File: config.mk
export PLATFORM = sky130hd
export DESIGN_NAME = voxel_hit_tester
export DESIGN_NICKNAME = d
export VERILOG_FILES = /design/src/rtl/voxel_hit_pkg.sv /design/src/rtl/voxel_hit_ctrl.sv /design/src/rtl/voxel_hit_dpath.sv /design/src/rtl/voxel_hit_tester.sv
export SDC_FILE = /design/constraint.sdc
export NUM_CORES = 1
export LEC_CHECK = 0
export BUFFER_PORTS_ARGS = -buffer_cell sky130_fd_sc_hd__buf_2
export CAP_MARGIN = 20
export CORE_MARGIN = 2
export CORE_UTILIZATION = 55
export CTS_CLUSTER_SIZE = 10
export DETAILED_ROUTE_END_ITERATION = 6
export GPL_ROUTABILITY_DRIVEN = 0
export MAX_ROUTING_LAYER = met4
export PLACE_DENSITY = 0.93
export SYNTH_ARGS = -nofsm -noshare
export SYNTH_HDL_FRONTEND = slang
export SYNTH_SLANG_ARGS = --single-unit
File: constraint.sdc
create_clock -name clk -period 5.9 [get_ports clk]
set_input_delay 0 -clock clk [delete_from_list [all_inputs] [get_ports clk]]
set_output_delay 0 -clock clk [all_outputs]
set_load 0.005 [all_outputs]
File: src/rtl/voxel_hit_pkg.sv
package voxel_hit_pkg;

  typedef enum logic [1:0] {
    WALK_IDLE  = 2'd0,
    WALK_RUN   = 2'd1,
    WALK_DRAIN = 2'd2
  } walk_state_t;

  // strobes from control to datapath
  typedef struct packed {
    logic load;   // capture incoming record and far bound
    logic eval;   // a triangle record is on triU/triV/triT this cycle
  } walk_strobe_t;

endpackage

File: src/rtl/voxel_hit_ctrl.sv
module voxel_hit_ctrl
  import voxel_hit_pkg::*;
#(
  parameter int PTR_W = 8,
  parameter int ID_W  = 8,
  parameter int LAT   = 2
) (
  input  logic             clk,
  input  logic             rstN,
  input  logic             start,
  input  logic [PTR_W-1:0] listPtr,
  input  logic [ID_W-1:0]  listData,
  output logic             listRd,
  output logic [PTR_W-1:0] listAddr,
  output logic             triRd,
  output logic [ID_W-1:0]  triAddr,
  output walk_strobe_t     strb,
  output logic             done
);

  walk_state_t      state;
  logic [PTR_W-1:0] ptr;
  logic [LAT-1:0]   listPipe;
  logic [LAT-1:0]   triPipe;
  logic             entryArr;
  logic             isNull;

  always_comb begin
    listRd    = (state == WALK_RUN);
    listAddr  = ptr;
    entryArr  = (state == WALK_RUN) && listPipe[LAT-1];
    isNull    = (listData == '0);
    triRd     = entryArr && !isNull;
    triAddr   = listData;
    strb.load = (state == WALK_IDLE) && start;
    strb.eval = triPipe[LAT-1];
  end

  always_ff @(posedge clk or negedge rstN) begin
    if (!rstN) begin
      state    <= WALK_IDLE;
      ptr      <= '0;
      listPipe <= '0;
      triPipe  <= '0;
      done     <= 1'b0;
    end else begin
      done     <= 1'b0;
      listPipe <= {listPipe[LAT-2:0], listRd};
      triPipe  <= {triPipe[LAT-2:0], triRd};
      unique case (state)
        WALK_IDLE: begin
          if (start) begin
            ptr   <= listPtr;
            state <= WALK_RUN;
          end
        end
        WALK_RUN: begin
          ptr <= ptr + 1'b1;
          if (entryArr && isNull) state <= WALK_DRAIN;
        end
        WALK_DRAIN: begin
          // the last in-flight record is evaluated in this cycle
          done  <= 1'b1;
          state <= WALK_IDLE;
        end
        default: state <= WALK_IDLE;
      endcase
    end
  end

endmodule

File: src/rtl/voxel_hit_dpath.sv
module voxel_hit_dpath
  import voxel_hit_pkg::*;
#(
  parameter int W    = 16,
  parameter int FRAC = 14,
  parameter int ID_W = 8
) (
  input  logic                  clk,
  input  logic                  rstN,
  input  walk_strobe_t          strb,
  input  logic [3*W+ID_W-1:0]   hitIn,
  input  logic [W-1:0]          tFar,
  input  logic [ID_W-1:0]       triId,
  input  logic [W-1:0]          triU,
  input  logic [W-1:0]          triV,
  input  logic [W-1:0]          triT,
  output logic                  anyHit,
  output logic [3*W+ID_W-1:0]   hitOut
);

  localparam int ONE_I = 1 << FRAC;
  localparam logic signed [W:0] ONE = (W+1)'(ONE_I);
  localparam int ID_PIPE = 2;

  logic signed [W-1:0] recT, recU, recV, farT;
  logic [ID_W-1:0]     recId;
  logic [ID_W-1:0]     idPipe [ID_PIPE];
  logic signed [W:0]   sumUV;
  logic                baryOk, depthOk, voxelOk, accept;

  always_comb begin
    sumUV   = $signed({triU[W-1], triU}) + $signed({triV[W-1], triV});
    baryOk  = !triU[W-1] && !triV[W-1] && (sumUV <= ONE);
    depthOk = !triT[W-1] && ($signed(triT) < recT);
    voxelOk = ($signed(triT) <= farT);
    accept  = strb.eval && baryOk && depthOk && voxelOk;
    hitOut  = {recT, recU, recV, recId};
  end

  // triangle index travels alongside the record read
  always_ff @(posedge clk or negedge rstN) begin
    if (!rstN) begin
      for (int i = 0; i < ID_PIPE; i++) idPipe[i] <= '0;
    end else begin
      idPipe[0] <= triId;
      for (int i = 1; i < ID_PIPE; i++) idPipe[i] <= idPipe[i-1];
    end
  end

  always_ff @(posedge clk or negedge rstN) begin
    if (!rstN) begin
      recT   <= '0;
      recU   <= '0;
      recV   <= '0;
      recId  <= '0;
      farT   <= '0;
      anyHit <= 1'b0;
    end else if (strb.load) begin
      recT   <= $signed(hitIn[3*W+ID_W-1 -: W]);
      recU   <= $signed(hitIn[2*W+ID_W-1 -: W]);
      recV   <= $signed(hitIn[W+ID_W-1 -: W]);
      recId  <= hitIn[ID_W-1:0];
      farT   <= $signed(tFar);
      anyHit <= 1'b0;
    end else if (accept) begin
      recT   <= $signed(triT);
      recU   <= $signed(triU);
      recV   <= $signed(triV);
      recId  <= idPipe[ID_PIPE-1];
      anyHit <= 1'b1;
    end
  end

endmodule

File: src/rtl/voxel_hit_tester.sv
module voxel_hit_tester
  import voxel_hit_pkg::*;
#(
  parameter int W     = 16,
  parameter int FRAC  = 14,
  parameter int ID_W  = 8,
  parameter int PTR_W = 8
) (
  input  logic                clk,
  input  logic                rstN,
  input  logic                start,
  input  logic [PTR_W-1:0]    listPtr,
  input  logic [W-1:0]        tFar,
  input  logic [3*W+ID_W-1:0] hitIn,
  output logic                listRd,
  output logic [PTR_W-1:0]    listAddr,
  input  logic [ID_W-1:0]     listData,
  output logic                triRd,
  output logic [ID_W-1:0]     triAddr,
  input  logic [W-1:0]        triU,
  input  logic [W-1:0]        triV,
  input  logic [W-1:0]        triT,
  output logic                done,
  output logic                hitFlag,
  output logic [3*W+ID_W-1:0] hitOut
);

  walk_strobe_t strb;

  voxel_hit_ctrl #(.PTR_W(PTR_W), .ID_W(ID_W), .LAT(2)) u_ctrl (
    .clk(clk), .rstN(rstN), .start(start), .listPtr(listPtr),
    .listData(listData), .listRd(listRd), .listAddr(listAddr),
    .triRd(triRd), .triAddr(triAddr), .strb(strb), .done(done)
  );

  voxel_hit_dpath #(.W(W), .FRAC(FRAC), .ID_W(ID_W)) u_dpath (
    .clk(clk), .rstN(rstN), .strb(strb), .hitIn(hitIn), .tFar(tFar),
    .triId(triAddr), .triU(triU), .triV(triV), .triT(triT),
    .anyHit(hitFlag), .hitOut(hitOut)
  );

endmodule

== After elaboration in Yosys (flattened, before gate mapping) ==
Cells that the tools add are included.
Word-level totals
  logic and storage cells: 58
  register bits: 104
  input port bits: 139
Cells by class
  reduce and logical (&&, ||, !) cells: 20
  add/sub/neg operators: 2
  multiplexer cells: 16
  order comparisons: 3
  eq/ne operators: 4
Operators with widths (count)
  2-to-1 mux 16 bit: 6
  2-to-1 mux 8 bit: 3
  adder 16 x 16 -> 17 bit: 1
  less-or-equal comparator 17 x 16 -> 1 bit, second input constant: 1
  less-or-equal comparator 16 bit: 1
  less-than comparator 16 bit: 1
  one-hot mux 8 bit (2 select lines): 1
  logical AND 1 bit: 10
  adder 8 x 1 -> 8 bit, second input constant: 1
  zero test 8 bit: 1
  zero test 1 bit: 4
  2-to-1 mux 2 bit: 2
  != test 2 bit, second input constant: 2
  one-hot mux 2 bit (2 select lines): 1
  AND reduction 2 bit: 2
  nonzero test 2 bit: 2
  2-to-1 mux 1 bit: 3
  == test 2 x 1 -> 1 bit, second input constant: 1
  == test 2 bit, second input constant: 1
  zero test 2 bit: 1

== Longest topological paths before layout ==
Gate-level depths: netlist of run 1.
  depth in word-level cells: 8
  mapped depth: 13
  mapped depth without buffers: 11

== Modules after synthesis ==
Synthesis of run 1 repeated with hierarchy kept, for this count alone.
Unflattened totals
  cell total of the unflattened synthesis: 723
  area, all modules: 6722.7 sq um
Modules (own cells, without submodules)
  voxel_hit_dpath: cells each 647, instances 1, area an instance 5913.2 sq um, seq. area each 2227.1 sq um
  voxel_hit_ctrl: cells each 76, instances 1, area an instance 809.5 sq um, seq. area each 375.4 sq um

== Least setup slack after synthesis of run 1 ==
Ideal clock, no wire load.
  path kind: input to register
  from: input port triU[0]
  to: register u_dpath.recU[10]
  arrival: 2.818 ns
  cell stages on the path: 13
  setup slack: 2.946 ns
  cells stage by stage: ha_1 fa_1 a21o_1 a221oi_4 a2111oi_2 o41ai_2 and4b_1 nor4b_1 o21ai_1 buf_6 buf_6 mux2i_1 a21oi_1
On the way
  cells in the longest elaborated chain, start to end: 7
RTL lines
  start, declared: RTL line voxel_hit_tester.sv:20  | input logic [W-1:0] triU,
  adder 16 x 16 -> 17 bit: RTL line voxel_hit_dpath.sv:32  | sumUV = $signed({triU[W-1], triU}) + $signed({triV[W-1], triV});
  less-or-equal comparator 17 x 16 -> 1 bit: RTL line voxel_hit_dpath.sv:33  | baryOk = !triU[W-1] && !triV[W-1] && (sumUV <= ONE);
  logical AND 1 bit: RTL line voxel_hit_dpath.sv:33
  logical AND 1 bit (3 in series): RTL line voxel_hit_dpath.sv:36  | accept = strb.eval && baryOk && depthOk && voxelOk;
  nonzero test 2 bit (no line)
  end signal, assigned: RTL line voxel_hit_dpath.sv:60  | recU <= $signed(hitIn[2*W+ID_W-1 -: W]);
  end signal, assigned: RTL line voxel_hit_dpath.sv:67  | recU <= $signed(triU);
  end, declared: RTL line voxel_hit_dpath.sv:25  | logic signed [W-1:0] recT, recU, recV, farT;
Every way passes these cells.
A chain may end at the register's enable or synchronous reset.

== Worst setup path after layout of run 1 ==
  from: input port triU[0]
  to: register u_dpath.recT[2]
On the way
  cells in the longest elaborated chain, start to end: 7
RTL lines
  adder 16 x 16 -> 17 bit: RTL line voxel_hit_dpath.sv:32
  less-or-equal comparator 17 x 16 -> 1 bit: RTL line voxel_hit_dpath.sv:33
  logical AND 1 bit: RTL line voxel_hit_dpath.sv:33
  logical AND 1 bit (3 in series): RTL line voxel_hit_dpath.sv:36
  nonzero test 2 bit (no line)
  end signal, assigned: RTL line voxel_hit_dpath.sv:59  | recT <= $signed(hitIn[3*W+ID_W-1 -: W]);
  end signal, assigned: RTL line voxel_hit_dpath.sv:66  | recT <= $signed(triT);
  end, declared: RTL line voxel_hit_dpath.sv:25
Every way passes these cells.

==> results of run 1 <==
[metrics by stage]
stage	setup WS [ps]	instance area [sq um]
floorplan	2950	6070
global placement	1930	7190
detailed placement	1970	7210
CTS	1870	8700
global route	1420	8700
finish	1740	8700
[cell families (layout without fill, tap and decap cells)]
logic type | count (synthesis) | count (layout) | share of synthesized area
AO/OA/AOI/OAI | 168 | 168 | 0.171
XOR/XNOR | 7 | 7 | 0.0101
adder cells (fa/ha/maj) | 50 | 50 | 0.104
buffers and inverters | 75 | 407 | 0.0575
flip-flops | 104 | 104 | 0.429
multiplexers | 58 | 58 | 0.0957
other | 0 | 3 | 0
AND/OR/NAND/NOR | 175 | 175 | 0.133
[flip-flops by register name, summed over array words and instances (netlist names), 2 cells and up]
| name | flops |
|---|---|
| u_dpath.recU | 16 |
| u_ctrl.triPipe | 2 |
| u_dpath.recId | 8 |
| u_ctrl.state | 2 |
| u_ctrl.listAddr | 8 |
| u_dpath.recT | 16 |
| u_dpath.recV | 16 |
| u_dpath.idPipe | 16 |
| u_dpath.farT | 16 |
| u_ctrl.listPipe | 2 |
[report_power, final]
part           internal (W)  total [W]  switching [W]
sequential         0.000971    0.00116       0.000193
clock              0.000165   0.000414       0.000249
combinational      0.000734    0.00133       0.000596
[per-layer routing]
layer	GRT usage	routed length, um	vias to the layer above
met5	-	0	-
met1	0.379	7490	2986
met4	0.203	1040	0
met3	0.0669	1500	107
li1	-	-	2926
met2	0.569	9930	378
[repair_timing]
action	in CTS	in global routing
endpoints found under the hold margin	137	0
hold buffers	131	0
resized for setup	0	0
[worst max path at each step]
stage,start,end,depth (start not counted)
floorplan,triU[0],u_dpath.recU[10],13
global placement,triU[0],u_dpath.recV[14],13
detailed placement,triU[0],u_dpath.recId[6],14
CTS,triU[0],u_dpath.recT[5],15
global route,triU[0],u_dpath.recT[2],15
finish,triU[0],u_dpath.recT[2],15
[layout make-up]
cell class | instances | area (sq um) | area share
antenna | 3 | 7.51 | 0.000862
clock buffer | 11 | 141 | 0.0162
clock inverter | 4 | 30.0 | 0.00345
inverter | 41 | 154 | 0.0177
multi-input combinational | 458 | 3140 | 0.361
sequential | 104 | 2600 | 0.299
tap | 140 | 175 | 0.0201
timing repair buffer | 351 | 2450 | 0.281
[critical path: stages]
cell	delay (ps)
buf_2	110
ha_1	230
fa_1	470
a21o_1	260
a221oi_4	330
a2111oi_2	160
o41ai_2	370
and4b_1	250
nor4b_1	490
o21ai_4	310
buf_16	250
buf_4	250
mux2i_1	210
a21oi_1	90
dlygate4sd3_1	600
[cell usage in the layout (no fill, tap or decap), types with 4 or more instances in the layout]
master	instances
and3_1	4
nor3_1	10
buf_2	213
nand2_1	39
a21oi_1	78
a21o_1	8
clkbuf_8	10
buf_4	6
o22ai_1	6
mux2i_1	58
dlygate4sd3_1	131
dfrtp_1	104
nand4_1	10
nor4b_1	4
o21ai_0	32
nor2_1	74
inv_1	40
ha_1	49
a211oi_1	5
nand3_1	10
xnor2_1	5
o21a_1	4
==> metrics.sh, run 1 <==
OUTCOME='finished clean'
H-TREE-DEPTH=3
GRT_PASS1_VIAS=6542
SYNTHESIS.NETS=826
GRT_MAX_DEGREE=60
TIMING.FINAL.MAX_SLEW_VIOLATIONS=0
TIMING.FINAL.SETUP_VIOLATIONS=0
CRIT_ARRIVAL_PS=4410
PORT_BUFFERS=214
SYNTH_EDF_COUNT=0
GRT_SETUP_UNREPAIRED='no'
PLACEDCELLCOUNT=963
DESIGN.CORE.AREA_SQ_UM=10800
POST-ROUTE-DRC-COUNT=0
WORST-R2R-CELL-COUNT=14
WORST-SETUP-PATH-TYPE='input port to flip-flop'
SYNTH_AREA_SQ_UM=6070
POST_SYNTH_MAIN_AREA_CONTRIBUTORS='dfrtp_1, ha_1, mux2i_1, a21oi_1, nor2_1'
STARTING_DENSITY_OF_THE_CORE=0.562
VDD.IR_DROP.WORST_mV=0.212
WORST_HOLD_PATH_TYPE='input port to flip-flop'
VIA_PER_INST=5.75
LAYOUT-DRIVE-GT1-SHARE=0.249
STARTPOINT_TYPE='input port'
DRTPASS1ITERATIONS=7
POST-SYNTH-TOP-COUNT-CELL='dfrtp_1'
COUNT_OF_DISTINCT_CELL_TYPES_IN_THE_SYNTHESIZED_NETLIST=56
FLOORPLAN.DIE.WIDTH_UM=109
CLOCK_SINKS=104
CTS-BUFFERS-INSERTED=9
FILL_CELLS=619
SLEW_HEADROOM=0.512
FINALWIRELENGTH_UM=20000
REQUIRED_PS=6150
TOTAL_DIE_AREA_SQ_UM=11900
CTS_TREE='built'
AREA_GROWTH_SYN_TO_LAYOUT_PCT=43.4
FINALCRITPERIODSHARE=0.705
UTILIZATION_OF_THE_CORE_AFTER_ROUTING=0.807
FINAL.SETUP_SKEW_PS=10.7
HOLD_VIOL_FINAL=0
POWER_DENSITY_nW_PER_UM2=334
WIRE_LENGTH_OF_THE_FIRST_GLOBAL_ROUTING_PASS_UM=30700
FINALCRITICALPERIOD_PS=4160
SYNTH_TOP_AREA_FRAC=0.429
SYNTH.YOSYS.SEQ_AREA_SHARE=0.429
TOTALPOWERFINAL_W=0.00291
WHS_ENDPOINT='u_dpath.recT[12]'
INSERTION_DELAY_PS=370
ANTENNA_VIOLATING_NETS_POST_ROUTE=0
GRT_ANTENNA_BEFORE_REPAIR=3
SYNTH_ASYNC_SR_FLOP_SHARE=1.00
SYNTH_SEQ_CELLS=104
SYNTH-MAIN-FF-CELL='dfrtp_1'
WORST_HOLD_SLACK_PS=14.6
FIRST_ITERATION_DETAILED_ROUTING_DRC_COUNT=417
FINAL.SETUP.TNS_PS=0
CLOCK-ROOT-BUFFER='clkbuf_8'
GLOBALROUTEOVERFLOWTOTAL=0
WORST_R2R_ENDPOINT='u_dpath.recT[2]'
POST-DP-HPWL_UM=11700
GLOBAL_ROUTE.USAGE.TOTAL=0.341
CTS_BUFFER_DEPTH=2
FINAL_NET_COUNT=1154
SYNTH_CELLS=637
FMAX_MHz=240
WORSTSETUPENDPOINTTYPE='flip-flop'
FP-ROW-COUNT=38
POST_SYNTH.CELL_AREA_AVG_SQ_UM=9.53
LEAKAGEPOWER_nW=4.53
FINAL_CELLS=1112
SYNTHDOMINANTAREACELLTYPE='dfrtp_1'
CLK_PIN_SLEW_WORST_PATHS_PS=100
ROUTEDWLPERCELL_UM=18.0
MAX_SLEW.WORST_PIN.SLEW_PS=733
ROUTE.VIAS.TOTAL=6397
IOS=215
POSTCTSSETUPREPAIRBUFS=0
CRITPATHMAXFANOUT=18
CRITICAL_PATH.REG2REG.STARTPOINT='u_dpath.recT[12]'
MAXCAPVIOLATIONS=0
SYNTH.YOSYS.WARNINGS=0
HOLDCRITSTARTPOINT='triT[12]'
FF2FF_SETUP_SLACK_PS=1860
TIMING.HOLD.WORST_PATH_DEPTH=3
DIE_HEIGHT_UM=109
SYNTH_COMMONEST_CELLS='dfrtp_1, a21oi_1, nor2_1'
Power figures use the tool's default switching activity.
==> inputs of run 2 (changes only) <==
- CORE_UTILIZATION: 55 -> 46
- PLACE_DENSITY: 0.93 -> 0.84
- clock period: 5.9 -> 3.51 ns (I/O delays scaled with it)
==> run 2 against run 1 <==
  * Clock-buffer cell count shrank 1
  * Cell area is 2.9% higher
  * Worst hold slack better by 7.8 ps
==> metrics.sh, run 2 (synthesized netlist as in run 1, its figures left out) <==
OUTCOME='finished clean'  # unchanged
FINALCRITPERIODSHARE=0.940
ANTENNA_VIOLATING_NETS_POST_ROUTE=0  # unchanged
PLACED_CELL_AREA_SQ_UM=7310  # was 7210 sq um
FINAL_DESIGN_AREA_NO_FILL_SQ_UM=8950  # was 8700 sq um
FINAL_NET_COUNT=1158  # was 1154
CLK_PIN_SLEW_WORST_PATHS_PS=70  # was 100 ps
PORT_BUFFERS=214  # unchanged
STARTPOINT_TYPE='input port'  # unchanged
CRITPATHMAXFANOUT=20  # was 18
IOS=215  # unchanged
FINAL_CELLS=1148  # was 1112
ROUTEDWLPERCELL_UM=17.5  # was 18.0 um
GLOBAL_ROUTE.USAGE.TOTAL=0.287  # was 0.341
FLOORPLAN.DIE.WIDTH_UM=119  # was 109 um
CTS-BUFFERS-INSERTED=9  # unchanged
AREA_GROWTH_SYN_TO_LAYOUT_PCT=47.5  # was 43.4%
CTS_BUFFER_DEPTH=2  # unchanged
WORST_HOLD_PATH_TYPE='input port to flip-flop'  # unchanged
FINALCRITICALPERIOD_PS=3300
H-TREE-DEPTH=3  # unchanged
POST-ROUTE-DRC-COUNT=0  # unchanged
TIMING.FINAL.MAX_SLEW_VIOLATIONS=0  # unchanged
GRT_SETUP_UNREPAIRED='no'  # unchanged
LAYOUT-DRIVE-GT1-SHARE=0.260  # was 0.249
WORST-R2R-CELL-COUNT=13  # was 14
CRIT_ARRIVAL_PS=3510  # was 4410 ps
REQUIRED_PS=3720  # was 6150 ps
GRT_MAX_DEGREE=65  # was 60
LAYOUT_COMMON_CELLS='buf_2, dlygate4sd3_1, dfrtp_1'  # unchanged
TOTALPOWERFINAL_W=0.00488  # was 0.00291 W
FINALWIRELENGTH_UM=20100  # was 20000 um
VDD.IR_DROP.WORST_mV=0.491  # was 0.212 mV
FMAX_MHz=303
DRTPASS1ITERATIONS=7  # unchanged
WORST-SETUP-PATH-TYPE='input port to flip-flop'  # unchanged
GRT_PASS1_VIAS=6387  # was 6542
PLACEDCELLCOUNT=998  # was 963
GRT_ANTENNA_BEFORE_REPAIR=0  # was 3
WORST_HOLD_SLACK_PS=22.4  # was 14.6 ps
STARTING_DENSITY_OF_THE_CORE=0.475  # was 0.562
INSERTION_DELAY_PS=350  # was 370 ps
TOTAL_DIE_AREA_SQ_UM=14100  # was 11900 sq um
CLOCK_SINKS=104  # unchanged
DIE_HEIGHT_UM=119  # was 109 um
POWER_DENSITY_nW_PER_UM2=545  # was 334 nW/um^2
FP-ROW-COUNT=41  # was 38
TIMING.HOLD.WORST_PATH_DEPTH=3  # unchanged
ROUTE.VIAS.TOTAL=6347  # was 6397
CTS_TREE='built'  # unchanged
TIMING.FINAL.SETUP_VIOLATIONS=0  # unchanged
WORSTSETUPENDPOINTTYPE='flip-flop'  # unchanged
CLOCK-ROOT-BUFFER='clkbuf_16'  # was clkbuf_8
WIRE_LENGTH_OF_THE_FIRST_GLOBAL_ROUTING_PASS_UM=31300  # was 30700 um
FINAL.SETUP_SKEW_PS=8.23  # was 10.7 ps
POST-DP-HPWL_UM=11900  # was 11700 um
VIA_PER_INST=5.53  # was 5.75
SLEW_HEADROOM=0.595  # was 0.512
DESIGN.CORE.AREA_SQ_UM=12800  # was 10800 sq um
GLOBALROUTEOVERFLOWTOTAL=0  # unchanged
FINAL_COMMON_CELL='buf_2'  # unchanged
MAX_SLEW.WORST_PIN.SLEW_PS=608  # was 733 ps
MAXCAPVIOLATIONS=0  # unchanged
LEAKAGEPOWER_nW=4.66  # was 4.53 nW
FIRST_ITERATION_DETAILED_ROUTING_DRC_COUNT=553  # was 417
HOLD_VIOL_FINAL=0  # unchanged
run 2: cell count changes in the layout (fill, tap and decap cells not counted), moves of 4 or more:
| cell | change |
|---|---|
| buf_12 | +6 |
| buf_4 | +4 |
| clkbuf_16 | +9 |
| clkbuf_8 | -9 |
| dlygate4sd3_1 | -5 |
run 2: path summary, 6_finish.rpt:
path / endpoint / slack, ps / from
worst max-delay path: u_dpath.recT[5] / 210 / triV[4]
worst min-delay path: u_dpath.recT[13] / 20 / triT[13]
worst max register to register: u_dpath.recT[5] / 560 / u_dpath.recT[12]
worst min register to register: u_dpath.idPipe[7] / 350 / u_dpath.idPipe[15]
max in group asynchronous: u_dpath.recV[14] / 2550 / rstN
min in group asynchronous: u_dpath.recT[7] / 60 / rstN
run 2: per-stage QoR:
step           TNS (ps)  worst slack, ps  utilization
2_1_floorplan         0              556            -
3_3_place_gp          0             72.6        0.572
3_5_place_dp       -283            -75.9        0.572
4_1_cts               0             9.16        0.695
5_1_grt               0              121        0.701
6_report              0              209        0.701
run 2: area by class of cell:
cell class | count | area, sq um
diodes | 2 | 5.00
clock buffers | 10 | 239
clock inverters | 6 | 65.1
fillers | 876 | 3820
inverters | 41 | 154
multi-input cells | 458 | 3150
flip-flops and latches | 104 | 2600
well taps | 172 | 215
repair buffers | 355 | 2520
run 2: routing by layer:
| metal | up-vias | routed length [um] | track usage |
|---|---|---|---|
| met1 | 2956 | 7690 | 0.320 |
| met5 | - | 0 | - |
| met3 | 89 | 1370 | 0.0603 |
| li1 | 2935 | - | - |
| met4 | 0 | 949 | 0.153 |
| met2 | 367 | 10100 | 0.484 |
run 2: repair_timing:
action,4_1_cts,5_1_grt
resized for setup,0,1
hold buffers,126,0
endpoints found under the setup margin,0,43
endpoints found under the hold margin,143,0
setup buffers,0,6
run 2: worst max-delay path: stages:
cell and delay [ps]:
dlygate4sd3_1 530, buf_2 130, ha_1 370, o211ai_1 130, o211a_1 310, o41ai_1 450, a221oi_1 220, and4b_1 240
nor4b_2 370, o21ai_4 110, buf_12 170, buf_12 170, mux2i_1 210, a21oi_1 90
run 2: where the power goes:
part / total (W) / switching, W / internal (W)
registers: 0.00195 / 0.000318 / 0.00164
logic: 0.00189 / 0.000932 / 0.000956
clock network: 0.00104 / 0.000463 / 0.000575
==> inputs of run 3 (changes only) <==
- CORE_ASPECT_RATIO: not set -> 0.75
==> run 3 against run 2 <==
  * Combinational power is 3% lower
  * Cell area fell by 3.5%
  * First-iteration DRC count decreased by 48%
  * Final cell count down 2.4%
  * Worst hold slack got worse by 13 ps
  * Via count fell by 4.4%
  * Die area hardly changed
  * Clock power decreased by 9%
  * Critical path type unchanged
  * Clock-buffer cell count shrank 1
  * Setup slack worse by 30 ps
  * Wire length fell by 8.8%
==> metrics.sh, run 3 (synthesized netlist as in run 1, its figures left out) <==
GRT_SETUP_UNREPAIRED='no'  # unchanged
TIMING.FINAL.SETUP_VIOLATIONS=0  # unchanged
REQUIRED_PS=3690  # was 3720 ps
WORST_HOLD_PATH_TYPE='input port to flip-flop'  # unchanged
H-TREE-DEPTH=3  # unchanged
VIA_PER_INST=5.42  # was 5.53
FINALWIRELENGTH_UM=18300  # was 20100 um
CLOCK-ROOT-BUFFER='clkbuf_16'  # unchanged
SEQUENTIALPOWERSHARE=0.409  # was 0.400
DIE_HEIGHT_UM=103  # was 119 um
FIRST_ITERATION_DETAILED_ROUTING_DRC_COUNT=290  # was 553
CTS_BUFFER_DEPTH=2  # unchanged
SLEW_HEADROOM=0.404  # was 0.595
FLOORPLAN.DIE.WIDTH_UM=137  # was 119 um
POST-DP-HPWL_UM=12000  # was 11900 um
WIRE_LENGTH_OF_THE_FIRST_GLOBAL_ROUTING_PASS_UM=28400  # was 31300 um
CTS-BUFFERS-INSERTED=9  # unchanged
TIMING.FINAL.MAX_SLEW_VIOLATIONS=0  # unchanged
FINAL_NET_COUNT=1134  # was 1158
POWER_REPORT.INTERNAL_TOTAL_W=0.00306  # was 0.00317 W
STARTPOINT_TYPE='input port'  # unchanged
INSERTEDDIODECOUNT=0  # was 2
POSTCTSSETUPREPAIRBUFS=0  # unchanged
DESIGN.CORE.AREA_SQ_UM=12900  # was 12800 sq um
GLOBALROUTEOVERFLOWTOTAL=0  # unchanged
DRTPASS1ITERATIONS=5  # was 7
TOTAL_DIE_AREA_SQ_UM=14100  # about the same
LAYOUT-DRIVE-GT1-SHARE=0.256  # was 0.260
FINALCRITICALPERIOD_PS=3330  # was 3300 ps
CLK_PIN_SLEW_WORST_PATHS_PS=70  # about the same
GRT_MAX_DEGREE=69  # was 65
GRT_ANTENNA_BEFORE_REPAIR=0  # unchanged
STARTING_DENSITY_OF_THE_CORE=0.470  # was 0.475
FINAL_COMMON_CELL='buf_2'  # unchanged
HOLD_VIOL_FINAL=0  # unchanged
ANTENNA_VIOLATING_NETS_POST_ROUTE=0  # unchanged
SWITCHING_POWER_W=0.00165  # was 0.00171 W
LEAKAGEPOWER_nW=4.51  # was 4.66 nW
POWER.COMBINATIONAL.FRACTION=0.389  # was 0.387
POST-ROUTE-DRC-COUNT=0  # unchanged
CRITPATHMAXFANOUT=17  # was 20
FINAL.SETUP.TNS_PS=0  # unchanged
FINALCRITPERIODSHARE=0.949  # was 0.940
P_CLK_FRAC=0.201  # was 0.213
PORT_BUFFERS=214  # unchanged
POWER_SWITCHING_SHARE=0.350  # was 0.351
CRIT_ARRIVAL_PS=3510  # about the same
OUTCOME='finished clean'  # unchanged
POWER_DENSITY_nW_PER_UM2=545  # about the same
INSERTION_DELAY_PS=340  # was 350 ps
VDD.IR_DROP.WORST_mV=0.311  # was 0.491 mV
ROUTEDWLPERCELL_UM=16.4  # was 17.5 um
MAXCAPVIOLATIONS=0  # unchanged
CLOCK_SINKS=104  # unchanged
GLOBAL_ROUTE.USAGE.TOTAL=0.263  # was 0.287
IOS=215  # unchanged
FINAL.SETUP_SKEW_PS=12.6  # was 8.23 ps
FINAL_CELLS=1120  # was 1148
FP-ROW-COUNT=36  # was 41
AREA_GROWTH_SYN_TO_LAYOUT_PCT=42.3  # was 47.5%
MAX_SLEW.WORST_PIN.SLEW_PS=894  # was 608 ps
WORST-SETUP-PATH-TYPE='input port to flip-flop'  # unchanged
GRT_PASS1_VIAS=5927  # was 6387
PLACEDCELLCOUNT=994  # was 998
LAYOUT_COMMON_CELLS='buf_2, dlygate4sd3_1, dfrtp_1'  # unchanged
FMAX_MHz=300  # was 303 MHz
ROUTE.VIAS.TOTAL=6065  # was 6347
CTS_TREE='built'  # unchanged
WORSTSETUPENDPOINTTYPE='flip-flop'  # unchanged
## run 3: changes by cell type in the layout (fill, tap and decap cells not counted), sizes merged
cell,before,now
diode,2,0
buf,229,220
dlygate4sd3,126,111
clkbuf,10,9
inv,42,43
bufinv,1,0
## run 3: final timing paths
kind | from | endpoint | slack (ps) | cells after the start
worst max-delay path | triV[3] | u_dpath.recT[5] | 180 | 13
worst min-delay path | triU[11] | u_dpath.recU[11] | 9 | 3
worst max register to register | u_dpath.recT[12] | u_dpath.recT[5] | 560 | 12
worst min register to register | u_ctrl.triPipe[0] | u_ctrl.triPipe[1] | 350 | 0
max in group asynchronous | rstN | u_dpath.recU[5] | 2180 | 3
min in group asynchronous | rstN | u_ctrl.listAddr[7] | 300 | 2
## run 3: cell type report
class | count | area [sq um]
clock buffers | 9 | 225
clock inverters | 6 | 50.0
fillers | 952 | 4290
inverters | 41 | 154
multi-input cells | 458 | 3150
flip-flops and latches | 104 | 2600
well taps | 171 | 214
repair buffers | 331 | 2240
## run 3: per-layer routing
layer / track usage / wire [um] / up-vias
met5: - / 0 / -
met4: 0.0801 / 382 / 0
met3: 0.0429 / 1230 / 42
met2: 0.437 / 8860 / 287
met1: 0.335 / 7870 / 2842
li1: - / - / 2894
## run 3: critical path, stage by stage
cell	delay, ps
dlygate4sd3_1	540
buf_2	140
ha_1	390
o211ai_1	150
o211a_1	300
o31ai_1	330
mux2i_1	130
or4_1	540
nor2_1	250
o21ai_4	110
buf_4	260
mux2i_1	250
a21oi_1	100
## run 3: metrics by stage
stage | worst slack, ps | hold slack [ps] | total power (W) | area [sq um] | util
6_report | 179 | 9.08 | 0.00471 | 8640 | 0.668
2_1_floorplan | 556 | -296 | 0.00286 | 6070 | -
5_1_grt | 62.7 | 13.5 | 0.00505 | 8640 | 0.668
4_1_cts | 138 | 0.355 | 0.00468 | 8630 | 0.668
3_5_place_dp | 15.9 | 133 | 0.00363 | 7250 | 0.560
3_3_place_gp | 150 | 128 | 0.00356 | 7250 | 0.560
## run 3: repair_timing
| action | 4_1_cts | 5_1_grt |
|---|---|---|
| resized for setup | 0 | 1 |
| setup endpoints to repair | 0 | 3 |
| hold buffers | 111 | 0 |
| endpoints found under the hold margin | 155 | 0 |
## run 3: power by group through the flow
stage / combinational, W / sequential, W / clock [W]
after floorplan: 0.000932 / 0.00193 / 0
after global placement: 0.00163 / 0.00193 / 0
after detailed placement: 0.00169 / 0.00194 / 0
after CTS: 0.00179 / 0.00192 / 0.000974
after global routing: 0.00206 / 0.00198 / 0.00102
final: 0.00183 / 0.00193 / 0.000949
